## config.mk

```make
export PLATFORM = sky130hd
export DESIGN_NAME = cls_agu_top
export DESIGN_NICKNAME = d
export VERILOG_FILES = /design/src/rtl/lsu_pkg.sv /design/src/rtl/cls_agu_addr.sv /design/src/rtl/cls_agu_ctrl.sv /design/src/rtl/cls_agu_ext.sv /design/src/rtl/cls_agu_top.sv
export SDC_FILE = /design/constraint.sdc
export NUM_CORES = 1
export LEC_CHECK = 0
export BUFFER_PORTS_ARGS = -buffer_cell sky130_fd_sc_hd__buf_2
export CORE_AREA = 2 2 258 260
export DETAILED_ROUTE_END_ITERATION = 7
export DIE_AREA = 0 0 260 262
export PLACE_DENSITY = 0.48
export SLEW_MARGIN = 0
export SYNTH_ARGS = -nofsm -noshare
export SYNTH_HDL_FRONTEND = slang
export SYNTH_SLANG_ARGS = --single-unit
```

## constraint.sdc

```tcl
create_clock -name clk -period 3.4 [get_ports clk]
set_clock_uncertainty 0.05 [all_clocks]
set_input_delay 0.17 -clock clk [delete_from_list [all_inputs] [get_ports clk]]
set_output_delay 0.17 -clock clk [all_outputs]
set_load 0.01 [all_outputs]
```

## src/rtl/lsu_pkg.sv

```systemverilog
package lsu_pkg;
  parameter int unsigned LSU_XLEN = 64;
  localparam int unsigned LONG_OFF_W  = 8;
  localparam int unsigned SHORT_OFF_W = 5;

  typedef enum logic [1:0] {SZ_BYTE, SZ_HALF, SZ_WORD, SZ_DWORD} acc_size_e;
  typedef enum logic [1:0] {BS_REG, BS_STACK, BS_PC, BS_RSVD} base_sel_e;
  typedef enum logic [1:0] {ST_IDLE, ST_MEM, ST_DONE} agu_state_e;

  // Word accesses off the stack or PC carry the wide offset field
  function automatic logic uses_long_off(acc_size_e sz, base_sel_e bs);
    return (sz == SZ_WORD) && ((bs == BS_STACK) || (bs == BS_PC));
  endfunction

  function automatic logic [LSU_XLEN-1:0] low_mask(acc_size_e sz);
    logic [LSU_XLEN-1:0] m;
    m = '0;
    case (sz)
      SZ_HALF:  m[0]   = 1'b1;
      SZ_WORD:  m[1:0] = 2'b11;
      SZ_DWORD: m[2:0] = 3'b111;
      default:  m      = '0;
    endcase
    return m;
  endfunction

  function automatic logic [LSU_XLEN-1:0] scaled_off(acc_size_e sz, logic is_long,
                                                     logic [LONG_OFF_W-1:0] raw);
    logic [LSU_XLEN-1:0] v;
    v = '0;
    if (is_long) v[LONG_OFF_W-1:0] = raw;
    else         v[SHORT_OFF_W-1:0] = raw[SHORT_OFF_W-1:0];
    return v << sz;
  endfunction

  function automatic logic [LSU_XLEN-1:0] extend_load(logic [LSU_XLEN-1:0] d,
                                                      acc_size_e sz, logic uns);
    logic [LSU_XLEN-1:0] r;
    case (sz)
      SZ_BYTE: r = {{(LSU_XLEN-8){~uns & d[7]}}, d[7:0]};
      SZ_HALF: r = {{(LSU_XLEN-16){~uns & d[15]}}, d[15:0]};
      SZ_WORD: r = {{(LSU_XLEN-32){~uns & d[31]}}, d[31:0]};
      default: r = d;
    endcase
    return r;
  endfunction
endpackage

```

## src/rtl/cls_agu_addr.sv

```systemverilog
module cls_agu_addr
  import lsu_pkg::*;
#(
  parameter int unsigned XLEN = LSU_XLEN
) (
  input  acc_size_e                size_i,
  input  base_sel_e                base_i,
  input  logic [LONG_OFF_W-1:0]    off_i,
  input  logic [XLEN-1:0]          reg_base_i,
  input  logic [XLEN-1:0]          sp_i,
  input  logic [XLEN-1:0]          pc_i,
  input  logic [XLEN-1:0]          jump_pc_i,
  input  logic                     dslot_i,
  output logic [XLEN-1:0]          addr_o,
  output logic                     misal_o
);
  logic [XLEN-1:0] mask;
  logic [XLEN-1:0] pc_src;
  logic [XLEN-1:0] base;
  logic [XLEN-1:0] offset;

  always_comb begin
    mask   = low_mask(size_i);
    pc_src = dslot_i ? jump_pc_i : pc_i;
    case (base_i)
      BS_STACK: base = sp_i;
      BS_PC:    base = pc_src & ~mask;
      default:  base = reg_base_i;
    endcase
    offset  = scaled_off(size_i, uses_long_off(size_i, base_i), off_i);
    addr_o  = base + offset;
    misal_o = |(addr_o & mask);
  end
endmodule

```

## src/rtl/cls_agu_ctrl.sv

```systemverilog
module cls_agu_ctrl
  import lsu_pkg::*;
#(
  parameter int unsigned XLEN = LSU_XLEN
) (
  input  logic            clk,
  input  logic            rst_n,
  input  logic            req_valid,
  output logic            req_ready,
  input  logic [XLEN-1:0] addr_i,
  input  logic            fault_i,
  input  acc_size_e       size_i,
  input  logic            we_i,
  input  logic            uns_i,
  input  logic [XLEN-1:0] wdata_i,
  output logic            mem_valid,
  input  logic            mem_ready,
  output logic [XLEN-1:0] mem_addr,
  output acc_size_e       mem_size,
  output logic            mem_we,
  output logic [XLEN-1:0] mem_wdata,
  output logic            uns_q,
  input  logic [XLEN-1:0] ext_data_i,
  output logic            done,
  output logic            misaligned,
  output logic [XLEN-1:0] load_data,
  output logic            accept_evt,
  output logic            hs_evt
);
  agu_state_e      state;
  logic            fault_q;
  logic [XLEN-1:0] data_q;

  assign accept_evt = req_valid && (state == ST_IDLE);
  assign hs_evt     = (state == ST_MEM) && mem_ready;

  always_ff @(posedge clk or negedge rst_n) begin
    if (!rst_n) begin
      state     <= ST_IDLE;
      fault_q   <= 1'b0;
      data_q    <= '0;
      mem_addr  <= '0;
      mem_size  <= SZ_BYTE;
      mem_we    <= 1'b0;
      mem_wdata <= '0;
      uns_q     <= 1'b0;
    end else begin
      case (state)
        ST_IDLE: if (req_valid) begin
          mem_addr  <= addr_i;
          mem_size  <= size_i;
          mem_we    <= we_i;
          mem_wdata <= wdata_i;
          uns_q     <= uns_i;
          fault_q   <= fault_i;
          data_q    <= '0;
          state     <= fault_i ? ST_DONE : ST_MEM;
        end
        ST_MEM: if (mem_ready) begin
          data_q <= mem_we ? '0 : ext_data_i;
          state  <= ST_DONE;
        end
        default: begin
          fault_q <= 1'b0;
          state   <= ST_IDLE;
        end
      endcase
    end
  end

  assign req_ready  = (state == ST_IDLE);
  assign mem_valid  = (state == ST_MEM);
  assign done       = (state == ST_DONE);
  assign misaligned = done && fault_q;
  assign load_data  = data_q;
endmodule

```

## src/rtl/cls_agu_ext.sv

```systemverilog
module cls_agu_ext
  import lsu_pkg::*;
#(
  parameter int unsigned XLEN = LSU_XLEN
) (
  input  logic [XLEN-1:0] raw_i,
  input  acc_size_e       size_i,
  input  logic            uns_i,
  output logic [XLEN-1:0] ext_o
);
  assign ext_o = extend_load(raw_i, size_i, uns_i);
endmodule

```

## src/rtl/cls_agu_top.sv

```systemverilog
module cls_agu_top
  import lsu_pkg::*;
(
  input  logic                clk,
  input  logic                rst_n,
  input  logic                req_valid,
  output logic                req_ready,
  input  logic                req_store,
  input  logic [1:0]          req_size,
  input  logic                req_unsigned,
  input  logic [1:0]          req_base,
  input  logic [7:0]          req_offset,
  input  logic                req_ra_src,
  input  logic [LSU_XLEN-1:0] reg_base,
  input  logic [LSU_XLEN-1:0] sp_value,
  input  logic [LSU_XLEN-1:0] pc_value,
  input  logic                in_delay_slot,
  input  logic [LSU_XLEN-1:0] jump_pc,
  input  logic [LSU_XLEN-1:0] store_data,
  input  logic [LSU_XLEN-1:0] ra_value,
  output logic                mem_valid,
  input  logic                mem_ready,
  output logic [LSU_XLEN-1:0] mem_addr,
  output logic [1:0]          mem_size,
  output logic                mem_we,
  output logic [LSU_XLEN-1:0] mem_wdata,
  input  logic [LSU_XLEN-1:0] mem_rdata,
  output logic                done,
  output logic                misaligned,
  output logic [LSU_XLEN-1:0] load_data
);
  localparam int unsigned XLEN = LSU_XLEN;

  logic [XLEN-1:0] eff_addr;
  logic            addr_fault;
  logic [XLEN-1:0] wdata_sel;
  logic [XLEN-1:0] ext_data;
  logic            uns_q;
  acc_size_e       mem_size_e;
  logic            accept_evt;
  logic            hs_evt;

  assign wdata_sel = req_ra_src ? ra_value : store_data;
  assign mem_size  = mem_size_e;

  cls_agu_addr #(.XLEN(XLEN)) addr_i (
    .size_i     (acc_size_e'(req_size)),
    .base_i     (base_sel_e'(req_base)),
    .off_i      (req_offset),
    .reg_base_i (reg_base),
    .sp_i       (sp_value),
    .pc_i       (pc_value),
    .jump_pc_i  (jump_pc),
    .dslot_i    (in_delay_slot),
    .addr_o     (eff_addr),
    .misal_o    (addr_fault)
  );

  cls_agu_ctrl #(.XLEN(XLEN)) ctrl_i (
    .clk        (clk),
    .rst_n      (rst_n),
    .req_valid  (req_valid),
    .req_ready  (req_ready),
    .addr_i     (eff_addr),
    .fault_i    (addr_fault),
    .size_i     (acc_size_e'(req_size)),
    .we_i       (req_store),
    .uns_i      (req_unsigned),
    .wdata_i    (wdata_sel),
    .mem_valid  (mem_valid),
    .mem_ready  (mem_ready),
    .mem_addr   (mem_addr),
    .mem_size   (mem_size_e),
    .mem_we     (mem_we),
    .mem_wdata  (mem_wdata),
    .uns_q      (uns_q),
    .ext_data_i (ext_data),
    .done       (done),
    .misaligned (misaligned),
    .load_data  (load_data),
    .accept_evt (accept_evt),
    .hs_evt     (hs_evt)
  );

  cls_agu_ext #(.XLEN(XLEN)) ext_i (
    .raw_i  (mem_rdata),
    .size_i (mem_size_e),
    .uns_i  (uns_q),
    .ext_o  (ext_data)
  );
endmodule

```

Word level (Yosys, flattened, before mapping) --
Index checks and enable logic that the tools add are counted.
Word-level totals: bits in registers 199, bits in latches 0, memory bits (writable) 0, bits in read-only memories 0, bits of input ports 468, output and inout port bits 199, memories kept 0
Cells by class: add/subtract/negate cells 1, multiply operators 0, div/mod/pow operators 0, order comparisons 0, equal/unequal tests 11, shift-type cells 1, mux-type cells 18, bitwise gates (word level) 8, reductions and logical operators 13
Operators by type and width (count):
- $mux 64 | 5
- $pmux 64 s2 | 2
- $pmux 64 s3 | 1
- $add 64x64->64 | 1
- $and 64x3->64 | 1
- $and 64x64->64 | 1
- $not 3->64 | 1
- $reduce_or 64->1 | 1
- $shl 8x2->64 | 1
- $eq 2x2->1 const B | 5
- $eq 2x1->1 const B | 4
- $mux 2 | 3
- $reduce_and 2->1 | 3
- $logic_not 2->1 | 2
- $mux 1 | 4
- $pmux 2 s2 | 1
- $and 1x1->1 | 3
- $mux 3 | 1
- $reduce_and 3->1 | 1
- $reduce_or 3->1 | 1
- $logic_and 1x1->1 | 2
- $ne 2x1->1 const B | 1
- $ne 2x2->1 const B | 1
- $not 1->1 | 2
- other kinds (4) | 4

Longest topological paths before layout --
Gate-level depths: netlist (run 1).
word-level depth 12, depth in mapped cells 24, gate-level depth less buffers 14

By module --
Synthesis (run 1) repeated with hierarchy kept, for this count alone.
Second synthesis, totals: cell total of the unflattened synthesis 1411, area total of the unflattened synthesis 14371.3 um^2
Modules (own cells, without submodules):
- cls_agu_ctrl | times used 1, cells each 569, area each 8151.6 um^2, seq. area each 4979.8 um^2
- cls_agu_addr | times used 1, cells each 621, area each 4289.1 um^2, seq. area each 0.0 um^2
- cls_agu_top | times used 1, cells each 71, area each 1077.3 um^2, seq. area each 0.0 um^2
- cls_agu_ext | times used 1, cells each 150, area each 853.3 um^2, seq. area each 0.0 um^2

Least setup slack after synthesis (run 1) --
OpenSTA, ideal clock, no wires.
kind in2reg, start point in req_base[0], end point reg ctrl_i.mem_addr[54], setup time 131 ps, arrival 4798 ps, slack -1580 ps, stages 24, cells stage by stage inv_1 -> ha_1 -> buf_2 -> buf_4 -> buf_4 -> clkbuf_1 -> buf_2 -> buf_2 -> buf_1 -> clkbuf_1 -> nand2_1 -> o21ai_0 -> ha_1 -> inv_1 -> fa_1 -> nor2b_1 -> o2111ai_1 -> and4_1 -> or4_1 -> clkbuf_1 -> nand2_1 -> clkbuf_1 -> o21ai_0 -> or3_1
On the way: cells in the longest elaborated chain, start to end 6, elaborated cells between the ends (all ways) 8, classes of those cells add/sub (1); eq/ne (2); shift (1); mux (2); reduce/logical (2)
Ends and longest elaborated chain:
- start, declared | RTL line cls_agu_top.sv:11 | input logic [1:0] req_base,
- $eq 2x1->1 or $eq 2x2->1 (tied branches) | RTL line lsu_pkg.sv:12, cls_agu_addr.sv:25
- $logic_or 1x1->1 | RTL line lsu_pkg.sv:12 | return (sz == SZ_WORD) && ((bs == BS_STACK) || (bs == BS_PC));
- $logic_and 1x1->1 | RTL line lsu_pkg.sv:12
- $mux 3 | RTL line lsu_pkg.sv:31 | if (is_long) v[LONG_OFF_W-1:0] = raw;
- $shl 8x2->64 | RTL line lsu_pkg.sv:33 | return v << sz;
- $add 64x64->64 (*) | RTL line cls_agu_addr.sv:31 | addr_o = base + offset;
- end signal, assigned | RTL line cls_agu_ctrl.sv:50 | mem_addr <= addr_i;
- end, declared | RTL line cls_agu_ctrl.sv:18 | output logic [XLEN-1:0] mem_addr,
Mark *: on every way between the ends. The rest lies on a longest branch, timed or not. A chain may end at the register's enable or synchronous reset.

Worst setup path in the final report (run 1) --
start point in req_base[1], end point reg ctrl_i.mem_addr[32]
The elaborated chain is that of the path after synthesis.

==> qor.txt, run 1 <==
Slowest cell on crit path - or4_1
Post-synthesis sequential area ratio - 40.10%
Min cycle time layout - 3099 ps
Layout cell share with drive strength beyond 1 - 39.11%
# fillers - 6897
Postcts setup bufs - 0
Row cnt - 94
Switch Pwr - 4.835 mW
Max_cap viols - 0
Most common cell after layout, fill and taps aside - buf_2
Synthesized cell area - 12420 um2
Final setup violation count - 0
Combinational Power Share - 46.1%
Met3 WL - 4040 um
Endpoint type of the worst setup path - flip-flop
Largest net degree at the start of global routing - 109
Clk buf depth - 2
Power per cell area - 559.5 nW/um2
Mean Syn Cell Area - 8.850 um2
Final WL - 61830 um
Skew-Pair Late Insertion Delay - 470 ps
Post-synth EDFFs - 0
Max Slew Vio Count - 0
Placed Cells - 2943
Drt via density - 4.584
Fin area - 20130 um2
Multi-input logic area - 6980 um2
Io pins - 667
Sequential power share - 35.0%
Yosys reg bits - 199
Crit path required time - 3740 ps
Bufs and invs on worst path - 4
Placed instance area - 17590 um2
Final estimated routing congestion in global placement - 0.9083
DRC - 0
CP Launch Type - input port
Lkg Pwr - 9.906 nW
Worst hold slack - 84.68 ps
Max Fclk - 322.7 MHz
Dpl ws - -276.8 ps
Non-filler instance count after layout - 3172
GRT overflow - 0
Worst setup margin - 301.5 ps
Worst reg2reg setup slack - 470 ps
Layout area overhead - 62.15%
Worst path max stage delay - 410 ps
Vias in the first global route - 14690
Top delay family on crit path - compound AO/OA/AOI/OAI gates
Max FO, Critical Path - 6
Ys Warns - 0
Die Y - 262 um
Per-cell routed wire length - 19.49 um
Nets - 2773
Top FF cell, synth - dfrtp_1
Fin crit share - 91.13%
Post-synth cell types - 76
Switching share of power - 42.92%
Reg clk slew, reported paths - 90 ps
Starting Density - 19.02%
Clock share of power - 18.9%
Uppermost layer routed - met4
Crit Path Category - input port to flip-flop
Least-Margin Pin Slew - 1068 ps
Async set-reset flop share out of synthesis - 100.0%
Die area - 68120 um2
Most frequent cells in the layout - 663 x buf_2, 268 x nand2_1, 199 x dfrtp_1, 193 x dlygate4sd3_1, 170 x o21ai_0
Total track usage - 17.34%
Root buffer selected by CTS - clkbuf_16
CTS Buf Count - 17
Global-route wire length before repair - 89110 um
PortBufs - 666
Core footprint - 65280 um2
DIE WIDTH - 260 um
Hpwl dp - 49160 um
Worst min-delay path category - input port to flip-flop
Most used cell, CP - ha_2
CTS tree - built
CTS Sinks - 199
M1 WL - 24240 um
Number of DRC markers in iteration 0 - 1003
Initial antenna violation count - 4
Post-synth net total - 1885
DR WL met2 - 31610 um
Arrival time worst endpoint - 3440 ps
Peak VDD IR - 270.0 uV
Number of nets still failing antenna checks after routing - 0
Final Hold Fails - 0
RSZ-0062 raised after global routing - no
Syn Inst Count - 1403
Via total after detailed routing - 14540
Outcome - completed
Critical path cell sequence - buf_2, inv_1, ha_2, a32oi_1, o21ai_2, ha_2, inv_2, fa_2, nor2b_1, o2111ai_1, and4_4, or4_1, buf_4, a211oi_4, a21boi_0, o31ai_1
DR pass1 iterations - 6
P_int - 6.430 mW
H-tree depth - 4
Slew headroom - 28.42%
Register area - 4980 um2
[stage by stage]
step / TNS (ps) / utilization (%) / power [mW]
finish: 0 / 30.85 / 11.27
global route: 0 / 30.84 / 12.14
CTS: 0 / 30.83 / 11.47
detailed placement: -2972 / 26.95 / 9.065
global placement: -1493 / 26.95 / 9.008
floorplan: -9801 / - / 6.374
[worst register-to-register path: stages (launching register included)]
cell and delay, ps:
dfrtp_1 430, nor2b_1 370, nor2b_4 260, a21oi_4 40, buf_4 200, or3_1 570
nor2_2 180, buf_4 300, o21ai_0 330, nand2_1 150
[cell families after synthesis]
kind of cell             after synthesis  synth area share [%]
flip-flops                           199                 40.10
AND/OR/NAND/NOR                      491                 18.65
multiplexers                         143                 12.03
AO/OA/AOI/OAI                        390                 21.00
other                                  1               0.03020
adder cells (fa/ha/maj)               14                 1.471
buffers and inverters                139                 4.877
XOR/XNOR                              26                 1.834
[state kept, by name, summed over array words and instances, names as in the netlist]
name,flops
ctrl_i.load_data,64
ctrl_i.mem_addr,64
ctrl_i.mem_wdata,64
ctrl_i.mem_we,1
ctrl_i.mem_size,2
ctrl_i.uns_q,1
ctrl_i.fault_q,1
ctrl_i.state,2
[power groups by stage]
stage	sequential (mW)	combinational, mW	clock (mW)
after floorplan	4.35	2.03	0
after global placement	3.97	5.04	0
after detailed placement	3.99	5.08	0
after CTS	3.95	5.28	2.24
after global routing	4.07	5.75	2.32
final	3.94	5.20	2.13
[final timing paths]
kind,cells after the start,endpoint,start
min in group asynchronous,2,ctrl_i.mem_wdata[7]$_DFFE_PN0P_,rst_n
worst min-delay path,3,ctrl_i.mem_wdata[58]$_DFFE_PN0P_,ra_value[58]
worst max register to register,9,ctrl_i.load_data[45]$_DFFE_PN0P_,ctrl_i.state[0]$_DFFE_PN0P_
max in group asynchronous,3,ctrl_i.load_data[13]$_DFFE_PN0P_,rst_n
worst min register to register,2,ctrl_i.load_data[61]$_DFFE_PN0P_,ctrl_i.load_data[61]$_DFFE_PN0P_
worst max-delay path,16,ctrl_i.mem_addr[32]$_DFFE_PN0P_,req_base[1]
[area by class of cell]
cell class / instances / area share [%]
clock buffers: 17 / 2.113
flip-flops and latches: 199 / 24.73
multi-input cells: 1065 / 34.67
clock inverters: 15 / 0.8514
diodes: 4 / 0.04971
inverters: 30 / 0.5593
well taps: 864 / 5.369
repair buffers: 978 / 31.66
[per-layer routing]
layer,vias to the layer above,GRT usage [%]
li1,6932,-
met1,6934,19.58
met2,606,31.49
met3,68,4.147
met4,0,6.609
met5,-,0
[cell usage after synthesis (9+ instances only)]
| master | n | area [um2] |
|---|---|---|
| mux2_1 | 10 | 112.6 |
| mux2i_1 | 93 | 930.9 |
| nor2b_1 | 10 | 62.56 |
| a21oi_1 | 46 | 230.2 |
| nand3_1 | 33 | 165.2 |
| ha_1 | 13 | 162.7 |
| or3_1 | 9 | 56.30 |
| and2_1 | 9 | 56.30 |
| and3_1 | 13 | 81.33 |
| o31a_1 | 11 | 96.34 |
| mux2_2 | 40 | 450.4 |
| a222oi_1 | 33 | 330.3 |
| nor3_1 | 18 | 90.09 |
| clkbuf_1 | 72 | 270.3 |
| buf_1 | 18 | 67.56 |
| a221oi_1 | 16 | 140.1 |
| dfrtp_1 | 199 | 4980 |
| buf_2 | 9 | 45.04 |
| a22o_1 | 21 | 183.9 |
| nand4_1 | 15 | 93.84 |
| nand2_1 | 269 | 1010 |
| nor4_1 | 15 | 93.84 |
| o31ai_1 | 18 | 135.1 |
| a221o_1 | 11 | 110.1 |
| xnor2_1 | 19 | 166.4 |
| o21ai_0 | 173 | 865.8 |
| inv_1 | 30 | 112.6 |
| nor2_1 | 47 | 176.4 |
[timing repair]
item	in CTS	in global routing
setup endpoints to repair	0	1
gates resized for setup	0	1
hold buffers	193	0
endpoints found under the hold margin	232	0
(Power assumes the default switching activity.)
==> inputs of run 2 (changes only) <==
--- a/config.mk
+++ b/config.mk
@@ -5,11 +5,12 @@
 export SDC_FILE = /design/constraint.sdc
 export NUM_CORES = 1
 export LEC_CHECK = 0
+export ABC_AREA = 1
 export BUFFER_PORTS_ARGS = -buffer_cell sky130_fd_sc_hd__buf_2
-export CORE_AREA = 2 2 258 260
+export CORE_AREA = 2 2 257 259
 export DETAILED_ROUTE_END_ITERATION = 7
-export DIE_AREA = 0 0 260 262
-export PLACE_DENSITY = 0.48
+export DIE_AREA = 0 0 259 261
+export PLACE_DENSITY = 0.5
 export SLEW_MARGIN = 0
 export SYNTH_ARGS = -nofsm -noshare
 export SYNTH_HDL_FRONTEND = slang
==> run 2 against run 1 <==
Compared with the run above: critical path depth rose by 4; register-to-register slack improved by 480 ps; sequential power fell by 2%; critical path type unchanged; critical endpoint is now ctrl_i.mem_addr[52]$_DFFE_PN0P_.
==> qor.txt, run 2 <==
Most frequent cells in the layout - 664 x buf_2, 608 x nand2_1, 257 x inv_1, 245 x o21ai_0, 199 x dfrtp_1
Clk buf depth - 2 (unchanged)
Via total after detailed routing - 16220 (+12%)
Fin area - 20420 um2 (+1.4%)
Multi-input logic area - 7048 um2 (+0.97%)
Die Y - 261 um (-0.38%)
Final WL - 64590 um (+4.5%)
Final TNS setup - 0 ps (unchanged)
Number of DRC markers in iteration 0 - 925 (-7.8%)
RR Startpoint - ctrl_i.mem_size[0]$_DFFE_PN0P_
RSZ-0062 raised after global routing - no
Area contributors post-synth - dfrtp_1 37%, nand2_1 17%, o21ai_0 9.1%, inv_1 7.1%, nand3_1 6.5%
Skew-Pair Late Insertion Delay - 500 ps (+30 ps)
Worst min-delay path category - input port to flip-flop
Drt via density - 4.298 (-6.2%)
DRC - 0 (unchanged)
# fillers - 7190 (+4.2%)
Outcome - completed
Ys Warns - 0 (unchanged)
Reg clk slew, reported paths - 80 ps (about the same)
Arrival time worst endpoint - 3430 ps (about the same)
CTS Sinks - 199 (unchanged)
DIE WIDTH - 259 um (-0.38%)
Max Slew Vio Count - 0 (unchanged)
Final Hold Fails - 0 (unchanged)
Fin crit share - 91.05% (about the same)
Io pins - 667 (unchanged)
Root buffer selected by CTS - clkbuf_16
Hpwl dp - 51670 um (+5.1%)
Worst R2R Path Depth - 7 (-2)
Max Fclk - 323.0 MHz (about the same)
Postcts setup bufs - 0 (unchanged)
Power per cell area - 551.4 nW/um2 (-1.5%)
Min cycle time layout - 3096 ps (-2.702 ps)
Final design utilization - 31.40% (+0.56 points)
Synth top cells by count - 610 x nand2_1, 257 x inv_1, 245 x o21ai_0, 199 x dfrtp_1, 190 x nor2_1
Starting Density - 20.78% (+1.8 points)
Per-cell routed wire length - 17.11 um (-12%)
Async set-reset flop share out of synthesis - 100.0% (unchanged)
Slew headroom - 43.16% (+15 points)
Hold path endpoint - ctrl_i.mem_wdata[32]$_DFFE_PN0P_
Worst hold slack - 36.08 ps (-48.60 ps)
Placed instance area - 17850 um2 (+1.4%)
Crit path required time - 3730 ps (about the same)
Peak VDD IR - 429.0 uV (+59%)
Yosys reg bits - 199 (unchanged)
FF-to-FF End - ctrl_i.load_data[22]$_DFFE_PN0P_
Layout cell share with drive strength beyond 1 - 28.40% (-11 points)
Global-route wire length before repair - 94120 um (+5.6%)
Post-synth net total - 2565 (+36%)
Worst reg2reg setup slack - 950 ps (+480 ps)
Least-Margin Pin Slew - 852.7 ps (-215.2 ps)
Hold Path Cell Cnt - 3 (unchanged)
Final setup violation count - 0 (unchanged)
Most common cell in the netlist - nand2_1
Initial antenna violation count - 9 (+5)
Layout area overhead - 51.11%
Final estimated routing congestion in global placement - 0.9159 (+0.84%)
Vias in the first global route - 15600 (+6.2%)
Die area - 67600 um2 (-0.76%)
Syn Inst Count - 2083 (+48%)
Number of nets still failing antenna checks after routing - 0 (unchanged)
Crit Path Category - input port to flip-flop
Synth top area share - 36.85% (-3.3 points)
Crit path from - req_size[0]
Lkg Pwr - 10.90 nW (+10%)
Register area - 4980 um2 (unchanged)
Max_cap viols - 0 (unchanged)
Non-filler instance count after layout - 3774 (+19%)
Total track usage - 18.42% (+1.1 points)
CP Launch Type - input port
CTS tree - built
Core footprint - 65040 um2 (-0.36%)
Max FO, Critical Path - 10 (+4)
Post-synthesis sequential area ratio - 36.85% (-3.3 points)
Endpoint type of the worst setup path - flip-flop
Row cnt - 94 (unchanged)
Top FF cell, synth - dfrtp_1
Hold_sp - store_data[32]
Nets - 3377 (+22%)
Yosys top cell by area - dfrtp_1
CTS Buf Count - 17 (unchanged)
Largest net degree at the start of global routing - 172 (+58%)
DR pass1 iterations - 5 (-1)
Mean Syn Cell Area - 6.488 um2 (-27%)
Placed Cells - 3547 (+21%)
Post-synth cell types - 40 (-47%)
GRT overflow - 0 (unchanged)
PortBufs - 666 (unchanged)
Post-synth EDFFs - 0 (unchanged)
Most common cell after layout, fill and taps aside - buf_2
H-tree depth - 4 (unchanged)
Synthesized cell area - 13520 um2 (+8.8%)
[run 2: power breakdown]
part           leakage [nW]  total [mW]  switching, mW  internal, mW
Sequential             2.54        3.86          0.545          3.32
Clock                 0.304        2.21           1.17          1.03
Combinational          8.06        5.19           3.30          1.89
[run 2: stage by stage]
step                      power [mW]  worst slack, ps
after floorplan                6.370            163.8
after global placement         8.981            229.7
after detailed placement       9.003            180.5
after CTS                      11.48            276.0
after global routing           12.15            25.54
final                          11.26            304.2
[run 2: cell type report]
class | instances | share of cell area (%)
sequential | 199 | 24.38
tap | 864 | 5.293
antenna | 2 | 0.02451
clock inverter | 14 | 0.9312
timing repair buffer | 904 | 27.86
clock buffer | 18 | 2.150
multi-input combinational | 1510 | 34.51
inverter | 263 | 4.846
[run 2: worst max-delay path, stage by stage]
cell           delay (ps)
dlygate4sd3_1         550
buf_2                 200
nor2_1                120
inv_1                  70
nor2_1                110
o211ai_1              100
a21oi_1               150
ha_1                  190
inv_1                  60
fa_1                  410
o21bai_1              260
nand2_1                80
nand2_1               110
nand2_1                90
nand2_1               150
nand2_2               190
nor2_4                190
nand3b_1               90
nand3_1                90
nand2_1                50
[run 2: routing by layer]
metal | global-route usage, % | wire length (um) | vias up
met5 | 0 | 70 | -
met4 | 6.358 | 1928 | 10
met3 | 5.004 | 4803 | 79
met2 | 32.26 | 31610 | 591
met1 | 21.65 | 26180 | 7360
li1 | - | - | 8182
[run 2: worst max-delay path by stage]
stage                                                  to  slack, ps  cells after the start
after floorplan           ctrl_i.mem_addr[40]$_DFFE_PN0P_        160                     21
after global placement    ctrl_i.mem_addr[44]$_DFFE_PN0P_        230                     19
after detailed placement  ctrl_i.mem_addr[52]$_DFFE_PN0P_        180                     19
after CTS                 ctrl_i.mem_addr[52]$_DFFE_PN0P_        280                     20
after global routing      ctrl_i.mem_addr[56]$_DFFE_PN0P_         30                     20
final                     ctrl_i.mem_addr[52]$_DFFE_PN0P_        300                     20
[run 2: cell families (layout without fill, tap and decap cells)]
kind of cell               count (synthesis)  in the layout  share of synthesized area, %
and+or+nand+nor                         1075           1075                         33.64
AOI/OAI and AO/OA                        389            389                         14.90
buffers and inverters                    374           1199                         11.19
DFF                                      199            199                         36.85
xor gates and xnor gates                  27             27                         1.750
adders and majority gates                 14             14                         1.352
muxes                                      4              4                        0.2963
other                                      1              3                       0.02775
[run 2: repair_timing]
action,CTS,global route
hold endpoints to repair,227,0
hold buffers,193,0
gates resized for setup,0,2
setup endpoints to repair,0,2
==> inputs of run 3 (changes only) <==
--- a/config.mk
+++ b/config.mk
@@ -7,10 +7,11 @@
 export LEC_CHECK = 0
 export ABC_AREA = 1
 export BUFFER_PORTS_ARGS = -buffer_cell sky130_fd_sc_hd__buf_2
-export CORE_AREA = 2 2 257 259
+export CORE_AREA = 2 2 262 264
+export CTS_BUF_LIST = sky130_fd_sc_hd__clkbuf_8
 export DETAILED_ROUTE_END_ITERATION = 7
-export DIE_AREA = 0 0 259 261
-export PLACE_DENSITY = 0.5
+export DIE_AREA = 0 0 264 266
+export PLACE_DENSITY = 0.48
 export SLEW_MARGIN = 0
 export SYNTH_ARGS = -nofsm -noshare
 export SYNTH_HDL_FRONTEND = slang
==> run 3 against run 2 <==
Compared with the run above: core utilization is 1.1 points lower; worst hold slack worse by 16 ps; sequential power hardly changed; power is 3.4% lower; fmax is 0.34% higher; setup slack better by 10 ps; combinational power is 2% higher; global-route usage is 0.19 points higher; final cell count is 1.2% higher.
==> qor.txt, run 3 (synthesis gave the netlist of run 2 again) <==
Outcome - completed
Crit Path Category - input port to flip-flop
Arrival time worst endpoint - 3510 ps (+80 ps)
Number of nets still failing antenna checks after routing - 0 (unchanged)
Max_cap viols - 0 (unchanged)
Initial antenna violation count - 7 (-2)
Power per cell area - 529.9 nW/um2 (-3.9%)
Fin area - 20520 um2 (+0.47%)
CTS Sinks - 199 (unchanged)
Postcts setup bufs - 0 (unchanged)
Hold Path Cell Cnt - 3 (unchanged)
Root buffer selected by CTS - clkbuf_8
Least-Margin Pin Slew - 897.5 ps (+44.80 ps)
Nets - 3405 (+0.83%)
Max Slew Vio Count - 0 (unchanged)
Final WL - 66990 um (+3.7%)
Register area - 4980 um2 (unchanged)
Final setup violation count - 0 (unchanged)
H-tree depth - 4 (unchanged)
CP Launch Type - input port
# fillers - 7573 (+5.3%)
Most used cell, CP - nand2_1
DIE WIDTH - 264 um (+1.9%)
Slew headroom - 40.17% (-3.0 points)
Vias in the first global route - 16180 (+3.7%)
Reg clk slew, reported paths - 130 ps (+50 ps)
Number of DRC markers in iteration 0 - 957 (+3.5%)
Min cycle time layout - 3085 ps (-10.37 ps)
Starting Density - 19.95% (-0.83 points)
Critical path cell sequence - buf_2, dlygate4sd3_1, inv_1, nand3_1, o21ai_0, ha_1, nand2_1, o21bai_1, nand2_1, nand2_1, nand2_1, nand2_1, nand2_2, nor2_2, nand3_1, dlygate4sd3_1, nand3_1, nand2_1
Max Fclk - 324.1 MHz (+0.34%)
CTS Buf Count - 17 (unchanged)
Lkg Pwr - 10.92 nW (+0.11%)
PortBufs - 666 (unchanged)
Die area - 70220 um2 (+3.9%)
Largest net degree at the start of global routing - 133 (-23%)
Peak VDD IR - 262.5 uV (-39%)
Final estimated routing congestion in global placement - 0.9246 (+0.95%)
Worst min-delay path category - input port to flip-flop
Placed Cells - 3564 (+0.48%)
Top delay family on crit path - buffers and inverters
Endpoint type of the worst setup path - flip-flop
RSZ-0062 raised after global routing - no
Crit path required time - 3830 ps (+100 ps)
Hpwl dp - 53470 um (+3.5%)
Slowest cell on crit path - dlygate4sd3_1
Fin crit share - 90.75% (-0.31 points)
Per-cell routed wire length - 17.54 um (+2.5%)
Final TNS setup - 0 ps (unchanged)
Hold path endpoint - ctrl_i.mem_wdata[54]$_DFFE_PN0P_
Core footprint - 67750 um2 (+4.2%)
Most frequent cells in the layout - 664 x buf_2, 607 x nand2_1, 257 x inv_1, 245 x o21ai_0, 222 x dlygate4sd3_1
Worst reg2reg setup slack - 920 ps (-30 ps)
Total track usage - 18.62% (+0.19 points)
Max FO, Critical Path - 10 (unchanged)
CTS tree - built
Io pins - 667 (unchanged)
Worst R2R Path Depth - 7 (unchanged)
Hold_sp - store_data[54]
Via total after detailed routing - 16330 (+0.65%)
GRT overflow - 0 (unchanged)
Final Hold Fails - 0 (unchanged)
Non-filler instance count after layout - 3819 (+1.2%)
Global-route wire length before repair - 99240 um (+5.4%)
Drt via density - 4.275 (-0.54%)
Worst path max stage delay - 580 ps (+30 ps)
Layout area overhead - 51.82%
FF-to-FF End - ctrl_i.load_data[44]$_DFFE_PN0P_
Multi-input logic area - 7046 um2 (about the same)
DR pass1 iterations - 5 (unchanged)
RR Startpoint - ctrl_i.state[0]$_DFFE_PN0P_
Most common cell after layout, fill and taps aside - buf_2
Row cnt - 96 (+2.1%)
Clk buf depth - 2 (unchanged)
Placed instance area - 17860 um2 (about the same)
DRC - 0 (unchanged)
Skew-Pair Late Insertion Delay - 580 ps (+80 ps)
Layout cell share with drive strength beyond 1 - 28.17% (-0.24 points)
Bufs and invs on worst path - 4 (unchanged)
Die Y - 266 um (+1.9%)
==> run 3: repair_timing <==
action,in CTS,in global routing
resized for setup,0,2
endpoints found under the setup margin,0,1
hold buffers,222,0
endpoints found under the hold margin,239,0
==> run 3: worst max path at each step <==
stage,startpoint,end,slack (ps),cells after the start
after global placement,req_base[0],ctrl_i.mem_addr[58]$_DFFE_PN0P_,250,19
after CTS,req_size[0],ctrl_i.mem_addr[34]$_DFFE_PN0P_,390,18
final,req_size[0],ctrl_i.mem_addr[36]$_DFFE_PN0P_,310,18
after floorplan,req_base[0],ctrl_i.mem_addr[40]$_DFFE_PN0P_,160,21
after global routing,req_size[0],ctrl_i.mem_addr[34]$_DFFE_PN0P_,60,18
after detailed placement,req_base[0],ctrl_i.mem_addr[50]$_DFFE_PN0P_,250,18
==> run 3: power by group <==
part	internal, mW	switching (mW)	total, mW
clock network	0.578	1.13	1.71
registers	3.31	0.539	3.85
logic	1.93	3.38	5.31
total	5.82	5.05	10.9
==> run 3: tightest hold or removal path, delay by kind of cell <==
family	cells	cell delay, ps
AOI/OAI and AO/OA	2	370
buffers and inverters	1	70
==> run 3: layer usage <==
metal  wire length, um  vias to the layer above  GRT usage, %
met2             32050                      624         31.94
met1             27660                     7365         21.87
met4              2698                        6         8.292
met5                34                        -             0
met3              4542                       88         4.750
li1                  -                     8244             -
==> run 3: cell type report <==
type	instances	share of cell area (%)
Antenna cell	1	0.01220
Clock buffer	17	1.140
Clock inverter	15	0.9390
Inverter	263	4.823
Multi-Input combinational cell	1510	34.34
Sequential cell	199	24.27
Tap cell	882	5.378
Timing Repair Buffer	932	29.10
==> run 3: per-stage QoR <==
stage / power (mW) / hold WS (ps) / setup slack (ps) / utilization, %
detailed placement: 9.066 / 299.9 / 245.5 / 26.36
global route: 11.73 / 66.26 / 60.87 / 30.29
global placement: 9.055 / 282.4 / 252.1 / 26.36
finish: 10.87 / 20.11 / 314.6 / 30.29
CTS: 11.08 / 2.584 / 394.4 / 30.27
floorplan: 6.370 / -175.6 / 163.8 / -
